==> src/rtl/fps_pkg.sv <==
package fps_pkg;

  typedef enum logic [1:0] {
    S_IDLE,
    S_FETCH,
    S_CMD,
    S_POLL
  } seq_st_t;

  typedef enum logic [1:0] {
    B_IDLE,
    B_SETUP,
    B_STROBE,
    B_RECOV
  } bus_st_t;

  localparam logic [14:0] UNLOCK_A = 15'h5555;
  localparam logic [14:0] UNLOCK_B = 15'h2AAA;

  // data byte of command write number s (program: 0..3, erase: 0..5)
  function automatic logic [7:0] cmd_data(input logic er, input logic [2:0] s,
                                          input logic [7:0] d);
    logic [7:0] r;
    case (s)
      3'd0:    r = 8'hAA;
      3'd1:    r = 8'h55;
      3'd2:    r = er ? 8'h80 : 8'hA0;
      3'd3:    r = er ? 8'hAA : d;
      3'd4:    r = 8'h55;
      default: r = 8'h10;
    endcase
    return r;
  endfunction

  function automatic logic cmd_is_target(input logic er, input logic [2:0] s);
    return !er && (s == 3'd3);
  endfunction

  function automatic logic cmd_is_b(input logic [2:0] s);
    return (s == 3'd1) || (s == 3'd4);
  endfunction

endpackage

==> src/rtl/fps_bus_cycle.sv <==
module fps_bus_cycle
  import fps_pkg::*;
#(
  parameter int AW          = 18,
  parameter int SETUP_CYC   = 1,
  parameter int WE_LOW_CYC  = 13,
  parameter int WE_HIGH_CYC = 13,
  parameter int HOLD_CYC    = 7,
  parameter int READ_CYC    = 12
) (
  input  logic          clk,
  input  logic          rst,
  input  logic          go,
  input  logic          wr,
  input  logic [AW-1:0] addr,
  input  logic [7:0]    wdata,
  output logic          ack,
  output logic [7:0]    rdata,
  output logic [AW-1:0] fl_addr,
  output logic [7:0]    fl_dq_o,
  output logic          fl_dq_oe,
  input  logic [7:0]    fl_dq_i,
  output logic          fl_we_n,
  output logic          fl_oe_n,
  output logic          fl_ce_n
);

  localparam int RCV_CYC = (HOLD_CYC > WE_HIGH_CYC) ? HOLD_CYC : WE_HIGH_CYC;
  localparam int M1      = (SETUP_CYC > WE_LOW_CYC) ? SETUP_CYC : WE_LOW_CYC;
  localparam int M2      = (READ_CYC > RCV_CYC) ? READ_CYC : RCV_CYC;
  localparam int MAXC    = (M1 > M2) ? M1 : M2;
  localparam int CW      = $clog2(MAXC + 1);

  bus_st_t       st;
  logic [CW-1:0] cnt;
  logic          is_wr;

  always_ff @(posedge clk) begin
    if (rst) begin
      st       <= B_IDLE;
      cnt      <= '0;
      is_wr    <= 1'b0;
      ack      <= 1'b0;
      rdata    <= '0;
      fl_addr  <= '0;
      fl_dq_o  <= '0;
      fl_dq_oe <= 1'b0;
      fl_we_n  <= 1'b1;
      fl_oe_n  <= 1'b1;
      fl_ce_n  <= 1'b1;
    end else begin
      ack <= 1'b0;
      case (st)
        B_IDLE: if (go) begin
          is_wr    <= wr;
          fl_addr  <= addr;
          fl_dq_o  <= wdata;
          fl_dq_oe <= wr;
          fl_ce_n  <= 1'b0;
          cnt      <= CW'(SETUP_CYC - 1);
          st       <= B_SETUP;
        end
        B_SETUP: begin
          if (cnt == '0) begin
            if (is_wr) begin
              fl_we_n <= 1'b0;
              cnt     <= CW'(WE_LOW_CYC - 1);
            end else begin
              fl_oe_n <= 1'b0;
              cnt     <= CW'(READ_CYC - 1);
            end
            st <= B_STROBE;
          end else begin
            cnt <= cnt - 1'b1;
          end
        end
        B_STROBE: begin
          if (cnt == '0) begin
            fl_we_n <= 1'b1;
            fl_oe_n <= 1'b1;
            if (!is_wr) rdata <= fl_dq_i;
            cnt <= CW'(RCV_CYC - 1);
            st  <= B_RECOV;
          end else begin
            cnt <= cnt - 1'b1;
          end
        end
        default: begin
          if (cnt == '0) begin
            ack      <= 1'b1;
            fl_ce_n  <= 1'b1;
            fl_dq_oe <= 1'b0;
            st       <= B_IDLE;
          end else begin
            cnt <= cnt - 1'b1;
          end
        end
      endcase
    end
  end

  // strobe-width observation counter
  logic [CW:0] lo_run;
  always_ff @(posedge clk) begin
    if (rst) lo_run <= '0;
    else if (!fl_we_n) lo_run <= lo_run + 1'b1;
    else lo_run <= '0;
  end


  we_low_width_chk: assert property (@(posedge clk) disable iff (rst)
    $rose(fl_we_n) |-> (lo_run >= (CW+1)'(WE_LOW_CYC)));


  wr_bus_stable_chk: assert property (@(posedge clk) disable iff (rst)
    (!fl_we_n && $past(!fl_we_n)) |-> ($stable(fl_addr) && $stable(fl_dq_o)));


  no_drive_in_read_chk: assert property (@(posedge clk) disable iff (rst)
    !fl_oe_n |-> !fl_dq_oe);


  oe_high_in_write_chk: assert property (@(posedge clk) disable iff (rst)
    !fl_we_n |-> fl_oe_n);

endmodule

==> src/rtl/fps_poll_timer.sv <==
module fps_poll_timer #(
  parameter int PROG_TO_CYC  = 6250,
  parameter int ERASE_TO_CYC = 125_000_000
) (
  input  logic clk,
  input  logic rst,
  input  logic clear,
  input  logic sel_erase,
  output logic expired
);

  localparam int MAXT = (PROG_TO_CYC > ERASE_TO_CYC) ? PROG_TO_CYC : ERASE_TO_CYC;
  localparam int TW   = $clog2(MAXT + 1);

  logic [TW-1:0] cnt;
  logic [TW-1:0] limit;

  assign limit = sel_erase ? TW'(ERASE_TO_CYC) : TW'(PROG_TO_CYC);

  always_ff @(posedge clk) begin
    if (rst || clear) begin
      cnt     <= '0;
      expired <= 1'b0;
    end else if (!expired) begin
      cnt     <= cnt + 1'b1;
      expired <= (cnt + 1'b1) >= limit;
    end
  end


  expire_hold_chk: assert property (@(posedge clk) disable iff (rst)
    (expired && !clear) |=> expired);

endmodule

==> src/rtl/flash_prog_seq.sv <==
module flash_prog_seq
  import fps_pkg::*;
#(
  parameter int AW           = 18,
  parameter int LW           = AW + 1,
  parameter int SETUP_CYC    = 1,
  parameter int WE_LOW_CYC   = 13,
  parameter int WE_HIGH_CYC  = 13,
  parameter int HOLD_CYC     = 7,
  parameter int READ_CYC     = 12,
  parameter int PROG_TO_CYC  = 6250,
  parameter int ERASE_TO_CYC = 125_000_000
) (
  input  logic          clk,
  input  logic          rst,
  input  logic          start_i,
  input  logic          op_erase_i,
  input  logic          poll_toggle_i,
  input  logic [AW-1:0] addr_i,
  input  logic [LW-1:0] len_i,
  input  logic          byte_valid_i,
  input  logic [7:0]    byte_data_i,
  output logic          byte_ready_o,
  output logic          busy_o,
  output logic          done_o,
  output logic          err_o,
  output logic [AW-1:0] fl_addr_o,
  output logic [7:0]    fl_dq_o,
  output logic          fl_dq_oe_o,
  input  logic [7:0]    fl_dq_i,
  output logic          fl_we_n_o,
  output logic          fl_oe_n_o,
  output logic          fl_ce_n_o
);

  seq_st_t       st;
  logic          op_er, tog_mode;
  logic [AW-1:0] cur_addr;
  logic [LW-1:0] remain;
  logic [7:0]    cur_data;
  logic [2:0]    step;
  logic          first_b6, have_first;

  logic          bus_go, bus_wr, bus_ack;
  logic [AW-1:0] bus_addr;
  logic [7:0]    bus_wdata, bus_rdata;
  logic          tmr_clear, tmr_expired;

  logic [2:0]    last_step;
  logic          exp_b7, poll_ok;

  assign last_step = op_er ? 3'd5 : 3'd3;
  assign exp_b7    = op_er ? 1'b1 : cur_data[7];
  assign poll_ok   = tog_mode ? (have_first && (bus_rdata[6] == first_b6))
                              : (bus_rdata[7] == exp_b7);

  function automatic logic [AW-1:0] cmd_addr(input logic er, input logic [2:0] s,
                                             input logic [AW-1:0] tgt);
    if (cmd_is_target(er, s)) return tgt;
    else if (cmd_is_b(s)) return AW'(UNLOCK_B);
    else return AW'(UNLOCK_A);
  endfunction

  always_ff @(posedge clk) begin
    if (rst) begin
      st           <= S_IDLE;
      op_er        <= 1'b0;
      tog_mode     <= 1'b0;
      cur_addr     <= '0;
      remain       <= '0;
      cur_data     <= '0;
      step         <= '0;
      first_b6     <= 1'b0;
      have_first   <= 1'b0;
      bus_go       <= 1'b0;
      bus_wr       <= 1'b0;
      bus_addr     <= '0;
      bus_wdata    <= '0;
      tmr_clear    <= 1'b0;
      byte_ready_o <= 1'b0;
      busy_o       <= 1'b0;
      done_o       <= 1'b0;
      err_o        <= 1'b0;
    end else begin
      bus_go    <= 1'b0;
      tmr_clear <= 1'b0;
      done_o    <= 1'b0;
      err_o     <= 1'b0;
      case (st)
        S_IDLE: if (start_i) begin
          op_er    <= op_erase_i;
          tog_mode <= poll_toggle_i;
          cur_addr <= addr_i;
          remain   <= len_i;
          step     <= '0;
          if (!op_erase_i && len_i == '0) begin
            done_o <= 1'b1;
          end else if (op_erase_i) begin
            busy_o    <= 1'b1;
            bus_go    <= 1'b1;
            bus_wr    <= 1'b1;
            bus_addr  <= AW'(UNLOCK_A);
            bus_wdata <= cmd_data(1'b1, 3'd0, 8'h00);
            st        <= S_CMD;
          end else begin
            busy_o       <= 1'b1;
            byte_ready_o <= 1'b1;
            st           <= S_FETCH;
          end
        end
        S_FETCH: if (byte_valid_i) begin
          byte_ready_o <= 1'b0;
          cur_data     <= byte_data_i;
          step         <= '0;
          bus_go       <= 1'b1;
          bus_wr       <= 1'b1;
          bus_addr     <= AW'(UNLOCK_A);
          bus_wdata    <= cmd_data(1'b0, 3'd0, byte_data_i);
          st           <= S_CMD;
        end
        S_CMD: if (bus_ack) begin
          bus_go <= 1'b1;
          if (step == last_step) begin
            tmr_clear  <= 1'b1;
            have_first <= 1'b0;
            bus_wr     <= 1'b0;
            bus_addr   <= cur_addr;
            st         <= S_POLL;
          end else begin
            step      <= step + 1'b1;
            bus_wr    <= 1'b1;
            bus_addr  <= cmd_addr(op_er, step + 1'b1, cur_addr);
            bus_wdata <= cmd_data(op_er, step + 1'b1, cur_data);
          end
        end
        default: if (bus_ack) begin
          first_b6   <= bus_rdata[6];
          have_first <= 1'b1;
          if (poll_ok) begin
            if (op_er || remain == LW'(1)) begin
              done_o <= 1'b1;
              busy_o <= 1'b0;
              st     <= S_IDLE;
            end else begin
              cur_addr     <= cur_addr + 1'b1;
              remain       <= remain - 1'b1;
              byte_ready_o <= 1'b1;
              st           <= S_FETCH;
            end
          end else if (tmr_expired) begin
            done_o <= 1'b1;
            err_o  <= 1'b1;
            busy_o <= 1'b0;
            st     <= S_IDLE;
          end else begin
            bus_go   <= 1'b1;
            bus_wr   <= 1'b0;
            bus_addr <= cur_addr;
          end
        end
      endcase
    end
  end

  fps_bus_cycle #(
    .AW(AW), .SETUP_CYC(SETUP_CYC), .WE_LOW_CYC(WE_LOW_CYC),
    .WE_HIGH_CYC(WE_HIGH_CYC), .HOLD_CYC(HOLD_CYC), .READ_CYC(READ_CYC)
  ) u_bus (
    .clk(clk), .rst(rst), .go(bus_go), .wr(bus_wr), .addr(bus_addr),
    .wdata(bus_wdata), .ack(bus_ack), .rdata(bus_rdata),
    .fl_addr(fl_addr_o), .fl_dq_o(fl_dq_o), .fl_dq_oe(fl_dq_oe_o),
    .fl_dq_i(fl_dq_i), .fl_we_n(fl_we_n_o), .fl_oe_n(fl_oe_n_o),
    .fl_ce_n(fl_ce_n_o)
  );

  fps_poll_timer #(
    .PROG_TO_CYC(PROG_TO_CYC), .ERASE_TO_CYC(ERASE_TO_CYC)
  ) u_tmr (
    .clk(clk), .rst(rst), .clear(tmr_clear), .sel_erase(op_er),
    .expired(tmr_expired)
  );


  ready_only_busy_chk: assert property (@(posedge clk) disable iff (rst)
    byte_ready_o |-> busy_o);


  err_with_done_chk: assert property (@(posedge clk) disable iff (rst)
    err_o |-> done_o);


  done_pulse_chk: assert property (@(posedge clk) disable iff (rst)
    done_o |=> !done_o);

endmodule

==> config.mk <==
export PLATFORM = sky130hd
export DESIGN_NAME = flash_prog_seq
export DESIGN_NICKNAME = d
export VERILOG_FILES = /design/src/rtl/fps_pkg.sv /design/src/rtl/fps_bus_cycle.sv /design/src/rtl/fps_poll_timer.sv /design/src/rtl/flash_prog_seq.sv
export SDC_FILE = /design/constraint.sdc
export NUM_CORES = 1
export LEC_CHECK = 0
export ABC_AREA = 1
export BUFFER_PORTS_ARGS = -buffer_cell sky130_fd_sc_hd__buf_2
export CAP_MARGIN = 20
export CORE_MARGIN = 2
export CORE_UTILIZATION = 64
export CTS_CLUSTER_DIAMETER = 80
export DETAILED_ROUTE_END_ITERATION = 10
export GPL_TIMING_DRIVEN = 1
export PLACE_DENSITY = 0.89
export SLEW_MARGIN = 0
export SYNTH_ARGS = -nofsm -noshare
export SYNTH_HDL_FRONTEND = slang
export SYNTH_SLANG_ARGS = --single-unit
export TNS_END_PERCENT = 10
==> constraint.sdc <==
create_clock -name clk -period 4.3 [get_ports clk]
set_input_delay 0.43 -clock clk [delete_from_list [all_inputs] [get_ports clk]]
set_output_delay 0.43 -clock clk [all_outputs]
set_load 0.1 [all_outputs]
Word level (Yosys, flattened, before mapping)
Index checks and enable logic that the tools add are counted.
{"block": "totals", "ff_bits": 161, "inputBits": 59, "elab_cells": 246}
{"block": "op_classes", "n_bitwise": 7, "order_cmp": 1, "n_reduce_logical": 48, "addsub": 5, "n_eq_ne": 31, "n_mux": 123}
{"op": "$mux 18", "count": 14}
{"op": "$mux 19", "count": 4}
{"op": "$mux 8", "count": 7}
{"op": "$pmux 18 s3", "count": 1}
{"op": "$mux 1", "count": 53}
{"op": "$pmux 19 s2", "count": 1}
{"op": "$pmux 18 s2", "count": 1}
{"op": "$pmux 8 s4", "count": 1}
{"op": "$add 27x1->27 const B", "count": 1}
{"op": "$ge 27x27->1", "count": 1}
{"op": "$mux 27", "count": 1}
{"op": "$mux 2", "count": 13}
{"op": "$pmux 8 s3", "count": 1}
{"op": "$eq 19x1->1 const B", "count": 1}
{"op": "$logic_not 19->1", "count": 1}
{"op": "$sub 19x1->19 const B", "count": 1}
{"op": "$add 18x1->18 const B", "count": 1}
{"op": "$mux 3", "count": 6}
{"op": "$ne 2x2->1 const B", "count": 9}
{"op": "$mux 4", "count": 4}
{"op": "$reduce_and 8->1", "count": 2}
{"op": "$mux 15", "count": 1}
{"op": "$pmux 1 s2", "count": 7}
{"op": "$reduce_and 7->1", "count": 2}
{"op": "37 further kinds", "count": 81}

Longest topological paths before layout
Gate-level depths: netlist (run 1).
{"block": "logic_depth", "depth_word": 8, "ltp_mapped": 22, "mapped_depth_nobuf": 22}

By module
Synthesis (run 1) repeated with hierarchy kept, for this count alone.
{"block": "hier_totals", "hier_cells": 1434, "area_unflattened_um2": 9392.8}
{"module": "flash_prog_seq", "seq_area_each_um2": 1741.7, "n_inst": 1, "cells_per_inst": 851, "area_per_inst_um2": 5272.6}
{"module": "fps_poll_timer", "seq_area_each_um2": 560.5, "n_inst": 1, "cells_per_inst": 330, "area_per_inst_um2": 2179.6}
{"module": "fps_bus_cycle", "seq_area_each_um2": 920.9, "n_inst": 1, "cells_per_inst": 253, "area_per_inst_um2": 1940.6}

Worst setup path before layout (run 1)
Ideal clock, no wire load.
{"block": "synth_timing", "kind": "reg2reg", "start": "register u_tmr.cnt[0]", "end": "register u_tmr.expired", "arrival_time_ns": 2.592, "setup_ns": 0.067, "path_stages_with_launch": 23, "t_required_ns": 4.233, "path_slack_ns": 1.640, "cell_sequence": "dfxtp_1 > ha_1 > nand2_2 > nor2_4 > nand3_4 > nor2_4 > inv_2 > nor3_4 > nand3_1 > xor2_1 > ha_1 > nand2_1 > inv_1 > nand2_1 > nor2_1 > nand3_1 > nor2_1 > nand2_1 > nor2_1 > nand3_1 > nand2_1 > inv_1 > a21oi_2"}
{"block": "synth_via", "elab_chain_cells": 3}
{"element": "from (decl)", "line": "fps_poll_timer.sv:15", "rtl": "logic [TW-1:0] cnt;"}
{"element": "from (signal assigned)", "line": "fps_poll_timer.sv:25", "rtl": "cnt <= cnt + 1'b1;"}
{"element": "$add 27x1->27", "line": "fps_poll_timer.sv:26", "rtl": "expired <= (cnt + 1'b1) >= limit;"}
{"element": "$ge 27x27->1", "line": "fps_poll_timer.sv:26"}
{"element": "$mux 1", "line": "fps_poll_timer.sv:24", "rtl": "end else if (!expired) begin"}
{"element": "to (signal assigned)", "line": "fps_poll_timer.sv:26"}
{"element": "to (decl)", "line": "fps_poll_timer.sv:9", "rtl": "output logic expired"}
No other way between the ends.
A chain may end at the register's enable or synchronous reset.

Worst setup path after layout (run 1)
Ends and elaborated chain as after synthesis.

==> flow_summary.toml, run 1 <==
[outcome]
status = "completed"

[place]
io_buffers = 86
place_congestion = 0.900
hpwl_um = 14700
dp_slack_ps = 1310
place_area_um2 = 9070

[power]
netSwitchingFraction_pct = 47.3
vdd.ir_drop.worst_mv = 0.395
p_per_area_nw_per_um2 = 757
p_switching_w = 0.00348
power_frac_comb_pct = 47.4
intPower_w = 0.00387
leakagePower_nw = 4.31
clockPowerShare_pct = 21.7
power_frac_seq_pct = 31.0

[clock_network]
post_cts_buffers = 0
clk_path_buf_depth = 2
h-tree-depth = 4
cts_root_buffer = "clkbuf_16"
ctsHoldBuffers = 0
cts.repair.resized = 0
cts.sinks = 155
numCtsBuffers = 17
cts_tree = "built"
clock_latency_ps = 430
clk_pin_slew_worst_paths_ps = 60

[route]
postRouteAntennaNets = 0
drcViolationCount = 0
via_per_inst = 5.60
vias = 8394
drt_wl_total_um = 21000
wl_per_cell_um = 14.0
drt_iter0_drc = 848
dr.pass1.iters = 5

[logic_synthesis]
synthDistinctLibCells = 53
syn_inst = 1248
synth_nets = 1339
synth_top_area_cell = "dfxtp_1"
synth_edf_count = 0
synth_common_cells = "221 x nor2_1, 183 x nand2_1, 160 x o21ai_0"
synth.area.top_cells = "dfxtp_1 36%, nor2_1 9.6%, o21ai_0 9.3%, nand2_1 8.0%, a21oi_1 5.9%"
synth_top_area_share_pct = 36.0
synth_area_um2 = 8610
yosysSeqAreaShare_pct = 36.0
ys_async_sr_fraction_pct = 0
synth.most_common_cell = "nor2_1"
ys.flop_type = "dfxtp_1"
yosysWarnings = 0
postSynthAreaPerCell_um2 = 6.90
ys_seq_elements = 155

[global_routing]
grt_pass1_wl_um = 35200
grt_pass1_vias = 7682
grt_max_degree = 52
antenna_found_initial = 2
grt_use_total_pct = 29.8
overflow = 0

[timing]
finalHoldViolCount = 0
clock.fmax_ghz = 0.323
max_slew_margin_pct = 36.9
skew_ps = 9.54
layout_setup_ws_ps = 1200
max_slew.worst_pin.slew_ps = 944
finalHoldWorstSlack_ps = 254
setup_viol = 0
min_period_ps = 3100
rsz0062_at_grt = "false"
period_share_pct = 72.1
tns_ps = 0
slew_viol_final = 0

[die]
core_area_um2 = 13200
die_h_um = 120
fp-row-count = 42
die_x_um = 120
die_area_um2 = 14400
pin_count = 93
floorplan.initialDensity_pct = 65.3

[final_layout]
fillers = 1040
nNetsFinal = 1399
layout-drive-gt1-share_pct = 12.9
final_cell_area_um2 = 9700
post-route-util_pct = 73.5
multiInputGateArea_um2 = 4760
area_delta_synth_final_pct = 12.6
regArea_um2 = 3100

[worst_setup_path]
crit_top_cell = "nand2_1"
critPathArrivalTime_ps = 3460
cp_max_fo = 6
worst_path_max_delay_cell = "dfxtp_1"
worst_setup_path_start_kind = "register"
crit_buf_inv = 3
required_ps = 4660
critPathKind = "register to register"
crit_chain = "ha_1 -> nand2_2 -> nor2_4 -> nand3_4 -> nor2_4 -> inv_2 -> nor3_4 -> nand3_1 -> xor2_1 -> ha_1 -> nand2_1 -> inv_1 -> nand2_1 -> nor2_1 -> nand3_1 -> nor2_1 -> nand2_1 -> nor2_1 -> nand3_1 -> nand2_1 -> inv_1 -> a21oi_2"
slowest_delay_ps = 450
worst_path_dominant_cell_family = "simple AND/OR/NAND/NOR gates"
end_kind = "register"

[worst_hold_path]
holdCritPathClass = "primary input to register"

[run]
cap_violations = 0
==> cell type report <==
class,count,share of cell area (%)
flip-flops and latches,155,32.0
multi-input cells,905,49.1
repair buffers,93,4.98
inverters,136,5.26
diodes,2,0.0516
clock buffers,17,4.39
clock inverters,14,2.00
well taps,176,2.27
==> placed cells by master (no fill, tap or decap), drive strengths merged, types with 3 or more instances in the layout <==
cell / instances
o21ai: 167
ha: 32
nand2: 191
nor3: 13
a21oi: 106
nand4: 13
a211oi: 10
xor2: 31
nor3b: 3
dfxtp: 155
o22ai: 3
clkbuf: 17
nand3: 49
a311oi: 3
xnor2: 8
bufinv: 4
a31oi: 17
clkinv: 6
nor2: 234
inv: 138
o211ai: 4
buf: 93
==> registers in the layout (all words and copies together) (netlist names), 3 cells and up <==
signal	flops
u_tmr.cnt	27
cur_data	8
cur_addr	18
u_bus.cnt	4
u_bus.fl_addr	18
u_bus.fl_dq_o	8
bus_addr	18
step	3
bus_wdata	8
remain	19
==> power by group through the flow <==
stage	Sequential (W)	Clock (W)	Combinational, W
after floorplan	0.00268	0	0.00238
after global routing	0.00233	0.00166	0.00389
after CTS	0.00226	0.00160	0.00345
after detailed placement	0.00229	0	0.00339
final	0.00228	0.00159	0.00348
after global placement	0.00226	0	0.00330
==> kinds of logic (layout without fill, tap and decap cells) <==
kind of cell	after synthesis	after routing	share of synthesized area, %
compound gates	326	326	20.9
flops	155	155	36.0
mux	1	1	0.116
xor+xnor	39	39	4.05
other cells	0	2	0
simple gates	507	507	25.5
fa+ha+maj	32	32	4.65
buf+inv	188	260	8.73
==> path summary, 6_finish.rpt <==
| path | startpoint | endpoint | slack, ps | cells past startpoint |
|---|---|---|---|---|
| hold reg to reg | byte_ready_o | byte_ready_o | 450 | 2 |
| setup reg to reg | u_tmr.cnt[0] | u_tmr.expired | 1200 | 22 |
| setup / recovery | u_tmr.cnt[0] | u_tmr.expired | 1200 | 22 |
| hold / removal | byte_data_i[2] | cur_data[2] | 250 | 3 |
==> worst reg2reg max path, cell delays in order, from the launching register on <==
cell and delay [ps]:
dfxtp_1 450, ha_1 260, nand2_2 90, nor2_4 190, nand3_4 130, nor2_4 120
inv_2 70, nor3_4 140, nand3_1 100, xor2_1 180, ha_1 310, nand2_1 50
inv_1 90, nand2_1 70, nor2_1 100, nand3_1 80, nor2_1 110, nand2_1 60
nor2_1 90, nand3_1 80, nand2_1 80, inv_1 50, a21oi_2 110
==> metrics by stage <==
| stage | std cells | power [W] |
|---|---|---|
| 2_1_floorplan | 1248 | 0.00506 |
| 3_3_place_gp | 1465 | 0.00556 |
| 3_5_place_dp | 1465 | 0.00567 |
| 4_1_cts | 1496 | 0.00731 |
| 5_1_grt | 1497 | 0.00788 |
| 6_report | 1498 | 0.00735 |
==> metal layers <==
metal | up-vias | track usage, % | wire (um)
met1 | 3816 | 37.0 | 9180
met5 | - | 0 | 0
met3 | 54 | 5.56 | 1200
li1 | 4244 | - | -
met4 | 0 | 12.6 | 528
met2 | 280 | 50.5 | 10100
(Power assumes the default switching activity.)
==> run 2: changes to the inputs <==
--- a/config.mk
+++ b/config.mk
@@ -9,11 +9,11 @@
 export BUFFER_PORTS_ARGS = -buffer_cell sky130_fd_sc_hd__buf_2
 export CAP_MARGIN = 20
 export CORE_MARGIN = 2
-export CORE_UTILIZATION = 64
+export CORE_UTILIZATION = 54
 export CTS_CLUSTER_DIAMETER = 80
 export DETAILED_ROUTE_END_ITERATION = 10
 export GPL_TIMING_DRIVEN = 1
-export PLACE_DENSITY = 0.89
+export PLACE_DENSITY = 0.8
 export SLEW_MARGIN = 0
 export SYNTH_ARGS = -nofsm -noshare
 export SYNTH_HDL_FRONTEND = slang
==> constraint.sdc (replaced) <==
create_clock -name clk -period 2.5 [get_ports clk]
set_input_delay 0.25 -clock clk [delete_from_list [all_inputs] [get_ports clk]]
set_output_delay 0.25 -clock clk [all_outputs]
set_load 0.1 [all_outputs]
==> run 2 against run 1 <==
The flow now finishes with violations (setup timing). Setup slack worse by 1400 ps. Clock skew is 4.0 ps lower. Clock power is 68% higher. Sequential power is 68% higher. Via count is 1.9% higher. First-iteration DRC count is 26% lower. Clock-buffer cell count is 2 higher. Total power is 76% higher. Maximum frequency is 15% higher. Highest routed layer is now met5.
==> flow_summary.toml, run 2 (same netlist as run 1, synthesis figures left out) <==
[final_layout]
fin_cells = 1584
diodes = 0
post-route-util_pct = 64.7
layout-drive-gt1-share_pct = 16.9
mostFrequentLayoutCell = "nor2_1"
final_cell_area_um2 = 10200
nNetsFinal = 1447
fillers = 1415
top_regs = "u_tmr.cnt (27), remain (19)"
largest_reg_flops = 27
largest_register = "u_tmr.cnt"
final_cell_mix = "218 x nor2_1, 182 x nand2_1, 160 x o21ai_0, 149 x dfxtp_1, 127 x inv_1"
area_delta_synth_final_pct = 18.1

[worst_setup_path]
required_ps = 2800
worstReg2RegEnd = "u_tmr.expired"
r2r-start = "u_tmr.cnt[1]"
end_kind = "register"
critPathKind = "register to register"
rr_worst_depth = 20
worst_setup_path_start_kind = "register"
critPathArrivalTime_ps = 2990
cp_max_fo = 2
rrSetupSlack_ps = -190

[route]
dr.pass1.iters = 5
postRouteAntennaNets = 0
drt_iter0_drc = 624
via_per_inst = 5.40
drcViolationCount = 0
vias = 8556
drt_wl_total_um = 21700
wl_per_cell_um = 13.7

[die]
floorplan.initialDensity_pct = 54.8
die_x_um = 130
fp-row-count = 46
die_area_um2 = 17000
core_area_um2 = 15700
die_h_um = 130
pin_count = 93

[clock_network]
cts.sinks = 155
clk_pin_slew_worst_paths_ps = 60
clk_path_buf_depth = 2
clock_latency_ps = 430
cts_root_buffer = "clkbuf_16"
h-tree-depth = 4
cts_tree = "built"
numCtsBuffers = 17
post_cts_buffers = 0
ctsHoldBuffers = 0

[run]
cap_violations = 0

[global_routing]
grt_max_degree = 60
grt_use_total_pct = 26.4
overflow = 0
grt_pass1_vias = 7946
antenna_found_initial = 1
grt_pass1_wl_um = 36200

[place]
io_buffers = 86
place_congestion = 0.946
dp.cells = 1553
place_area_um2 = 9530
hpwl_um = 15600

[power]
clockPowerShare_pct = 20.7
intPower_w = 0.00687
netSwitchingFraction_pct = 46.7
vdd.ir_drop.worst_mv = 0.710
leakagePower_nw = 4.56
p_switching_w = 0.00603
p_per_area_nw_per_um2 = 1270
power_frac_comb_pct = 49.7
power_frac_seq_pct = 29.6

[timing]
period_share_pct = 108
layout_setup_ws_ps = -189
setup_viol = 1
finalHoldViolCount = 0
skew_ps = 5.56
rsz0062_at_grt = "true"
clock.fmax_ghz = 0.372
max_slew.worst_pin.slew_ps = 566
min_period_ps = 2690
slew_viol_final = 0
max_slew_margin_pct = 62.2

[worst_hold_path]
hold_end = "cur_data[1]"
hold-path-cell-count = 3
holdCritPathClass = "primary input to register"
worstHoldStart = "byte_data_i[1]"

[outcome]
status = "complete, but fails checks"
violations = "setup timing"
==> run 2: power groups by stage <==
stage | Sequential, W | Combinational, W | Clock [W]
2_1_floorplan | 0.00463 | 0.00409 | 0
3_3_place_gp | 0.00381 | 0.00613 | 0
3_5_place_dp | 0.00384 | 0.00628 | 0
4_1_cts | 0.00380 | 0.00637 | 0.00270
5_1_grt | 0.00391 | 0.00722 | 0.00281
6_report | 0.00382 | 0.00642 | 0.00267
==> run 2: how the worst max path moves through the flow <==
stage                             from             to  slack, ps
after floorplan           u_tmr.cnt[0]  u_tmr.expired        -50
after global placement    u_tmr.cnt[1]  u_tmr.expired        -90
after detailed placement  u_tmr.cnt[1]  u_tmr.expired       -150
after CTS                 u_tmr.cnt[1]  u_tmr.expired       -170
after global routing      u_tmr.cnt[1]  u_tmr.expired       -440
final                     u_tmr.cnt[1]  u_tmr.expired       -190
==> run 2: cell type report <==
class,count,area (um^2),share of cell area (%)
Inverter,136,510,5.02
Clock buffer,19,443,4.35
Timing Repair Buffer,141,872,8.57
Multi-Input combinational cell,905,4800,47.2
Tap cell,216,270,2.66
Clock inverter,12,165,1.62
Sequential cell,155,3120,30.6
==> run 2: layer usage <==
layer  part of all wire [%]  track usage, %  wire, um
met5                  0.032               0         7
met4                    2.4            10.8       514
met3                    6.2            5.82      1350
met2                     46            43.6     10100
met1                     45            33.4      9740
==> run 2: stage by stage <==
stage | total power (W) | setup WS, ps | TNS, ps | hold WS (ps)
floorplan | 0.00872 | -52.9 | -52.9 | 411
global placement | 0.00994 | -93.9 | -93.9 | 443
detailed placement | 0.0101 | -146 | -146 | 442
CTS | 0.0129 | -168 | -168 | 70.1
global route | 0.0139 | -438 | -456 | 89.9
finish | 0.0129 | -189 | -189 | 70.3
==> run 2: worst max-delay path, cell delays in order, from the launching register on <==
cell and delay (ps):
dfxtp_4 360, ha_4 130, nand2_2 60, nor2_4 120, nand3_4 100, nor2_4 100, inv_2 70, nor3_4 160
nand3_2 90, xor2_1 220, ha_1 290, a21oi_1 170, nand2_1 100, nor2_1 110, nand2_1 60, nor2_1 110
nand2_1 60, nor2_1 80, nand2_1 50, nand2_1 70, a21oi_2 50
==> run 2: repair_timing <==
item / in CTS / in global routing
pin swaps: 2 / 1
gates resized for setup: 4 / 9
hold endpoints to repair: 0 / 0
endpoints found under the setup margin: 1 / 20
==> run 3: changes to the inputs <==
--- a/config.mk
+++ b/config.mk
@@ -9,11 +9,11 @@
 export BUFFER_PORTS_ARGS = -buffer_cell sky130_fd_sc_hd__buf_2
 export CAP_MARGIN = 20
 export CORE_MARGIN = 2
-export CORE_UTILIZATION = 54
+export CORE_UTILIZATION = 40
 export CTS_CLUSTER_DIAMETER = 80
 export DETAILED_ROUTE_END_ITERATION = 10
 export GPL_TIMING_DRIVEN = 1
-export PLACE_DENSITY = 0.8
+export PLACE_DENSITY = 0.63
 export SLEW_MARGIN = 0
 export SYNTH_ARGS = -nofsm -noshare
 export SYNTH_HDL_FRONTEND = slang
==> run 3 against run 2 <==
The flow still finishes with violations (setup timing). Critical path type unchanged. Clock skew is 4.2 ps higher. Register-to-register slack better by 50 ps. Setup slack improved by 55 ps. Clock power decreased by 3%. Non-clock buffer count up 1.
==> flow_summary.toml, run 3 (same netlist as run 1, synthesis figures left out) <==
[place]
dp_slack_ps = -166
io_buffers = 86
place_congestion = 0.875
hpwl_um = 16200
dp.cells = 1613

[timing]
finalHoldWorstSlack_ps = 72.7
min_period_ps = 2630
layout_setup_ws_ps = -134
tns_ps = -134
clock.fmax_ghz = 0.380
setup_viol = 1
period_share_pct = 105
max_slew_margin_pct = 65.4
skew_ps = 9.72
max_slew.worst_pin.slew_ps = 523
rsz0062_at_grt = "true"
slew_viol_final = 0
finalHoldViolCount = 0

[worst_setup_path]
rrSetupSlack_ps = -130
r2r-start = "u_tmr.cnt[1]"
worst_path_max_delay_cell = "dfxtp_4"
critPathArrivalTime_ps = 3000
rr_worst_depth = 22
end_kind = "register"
crit_top_cell = "nand2_1"
crit_chain = "ha_4 -> nand2_4 -> nor2_4 -> nand3_4 -> nor2_4 -> inv_2 -> nor3_4 -> nand3_2 -> xor2_1 -> ha_1 -> nand2_1 -> inv_2 -> nand2_1 -> nor2_1 -> nand3_1 -> nor2_1 -> nand2_1 -> nor2_1 -> nand3_1 -> nand2_1 -> inv_1 -> a21oi_2"
worstReg2RegEnd = "u_tmr.expired"
slowest_delay_ps = 360
crit_start = "u_tmr.cnt[1]"
required_ps = 2860
critical_path_depth = 22
worst_path_dominant_cell_family = "simple AND/OR/NAND/NOR gates"
crit_path_end = "u_tmr.expired"
crit_buf_inv = 3
worst_setup_path_start_kind = "register"
cp_max_fo = 3
critPathKind = "register to register"

[die]
die_x_um = 151
fp-row-count = 53
floorplan.initialDensity_pct = 40.8
die_area_um2 = 22700
pin_count = 93
die_h_um = 151
core_area_um2 = 21100

[clock_network]
clock_latency_ps = 430
cts_root_buffer = "clkbuf_16"
cts.sinks = 155
numCtsBuffers = 17
clk_pin_slew_worst_paths_ps = 70
cts_tree = "built"
post_cts_buffers = 0
clk_path_buf_depth = 2
h-tree-depth = 4
ctsHoldBuffers = 0

[route]
via_per_inst = 5.01
drt_iter0_drc = 423
drcViolationCount = 0
drt_wl_total_um = 22200
wl_per_cell_um = 13.5
postRouteAntennaNets = 0
dr.pass1.iters = 5
vias = 8248

[final_layout]
mostFrequentLayoutCell = "nor2_1"
nNetsFinal = 1448
area_delta_synth_final_pct = 18.5
post-route-util_pct = 48.4
largest_register = "u_tmr.cnt"
diodes = 0
largest_reg_flops = 27
layout-drive-gt1-share_pct = 16.6
final_cell_mix = "220 x nor2_1, 183 x nand2_1, 160 x o21ai_0, 153 x dfxtp_1, 127 x inv_1"
fin_cells = 1645
top_regs = "u_tmr.cnt (27), remain (19)"

[power]
vdd.ir_drop.worst_mv = 0.736
p_per_area_nw_per_um2 = 1250
leakagePower_nw = 4.55

[run]
cap_violations = 0

[global_routing]
grt_max_degree = 94
grt_pass1_wl_um = 37400
overflow = 0
antenna_found_initial = 1
grt_use_total_pct = 20.5
grt_pass1_vias = 7672

[worst_hold_path]
holdCritPathClass = "primary input to register"

[outcome]
violations = "setup timing"
status = "complete, but fails checks"
[run 3: cell count changes in the layout (fill, tap and decap cells not counted), moves of 2 or more]
| cell | delta |
|---|---|
| clkinv_4 | -4 |
| nand2_2 | -2 |
| clkinvlp_4 | +3 |
| nor2_1 | +2 |
| bufinv_16 | -2 |
| dfxtp_1 | +4 |
| dfxtp_2 | -4 |
| inv_6 | +3 |
| nor2_2 | -2 |
| inv_8 | +3 |
| buf_4 | +2 |
[run 3: metrics by stage]
stage	area, um^2	total power [W]
after CTS	10200	0.0128
after global routing	10200	0.0139
after floorplan	8630	0.00872
after detailed placement	9610	0.0102
after global placement	9610	0.0101
final	10200	0.0128
[run 3: report_power, final]
part / switching, W / total [W] / internal [W]
registers: 0.000584 / 0.00381 / 0.00322
clock network: 0.00117 / 0.00258 / 0.00141
logic: 0.00434 / 0.00637 / 0.00203
total: 0.00609 / 0.0128 / 0.00666
[run 3: cell type report]
cell class	instances	area [um^2]
Timing Repair Buffer	142	876
Sequential cell	155	3110
Fill cell	2145	10900
Inverter	136	510
Multi-Input combinational cell	905	4790
Clock inverter	15	153
Clock buffer	17	425
Tap cell	275	344
[run 3: how the worst min path moves through the flow]
stage / cells past startpoint / slack [ps] / to / from
final: 3 / 70 / cur_data[7] / byte_data_i[7]
after global routing: 3 / 90 / cur_data[1] / byte_data_i[1]
after CTS: 3 / 70 / cur_data[7] / byte_data_i[7]
after detailed placement: 2 / 440 / byte_ready_o / byte_ready_o
after global placement: 2 / 430 / byte_ready_o / byte_ready_o
after floorplan: 2 / 410 / cur_addr[0] / addr_i[0]
[run 3: what timing repair did]
action	in CTS	in global routing
endpoints found under the hold margin	0	0
setup endpoints to repair	1	11
gates resized for setup	2	3
pin swaps	1	0
[run 3: routing by layer]
layer,track usage [%],share of wire (%),vias up
met2,33.6,46,158
met3,3.42,4.0,33
met5,0,0.058,-
met4,7.10,1.8,2
li1,-,-,4332
met1,27.3,48,3723
[run 3: worst min-delay path: stages]
cell     delay, ps
buf_2           80
o21ai_0         70
nor2_1          70
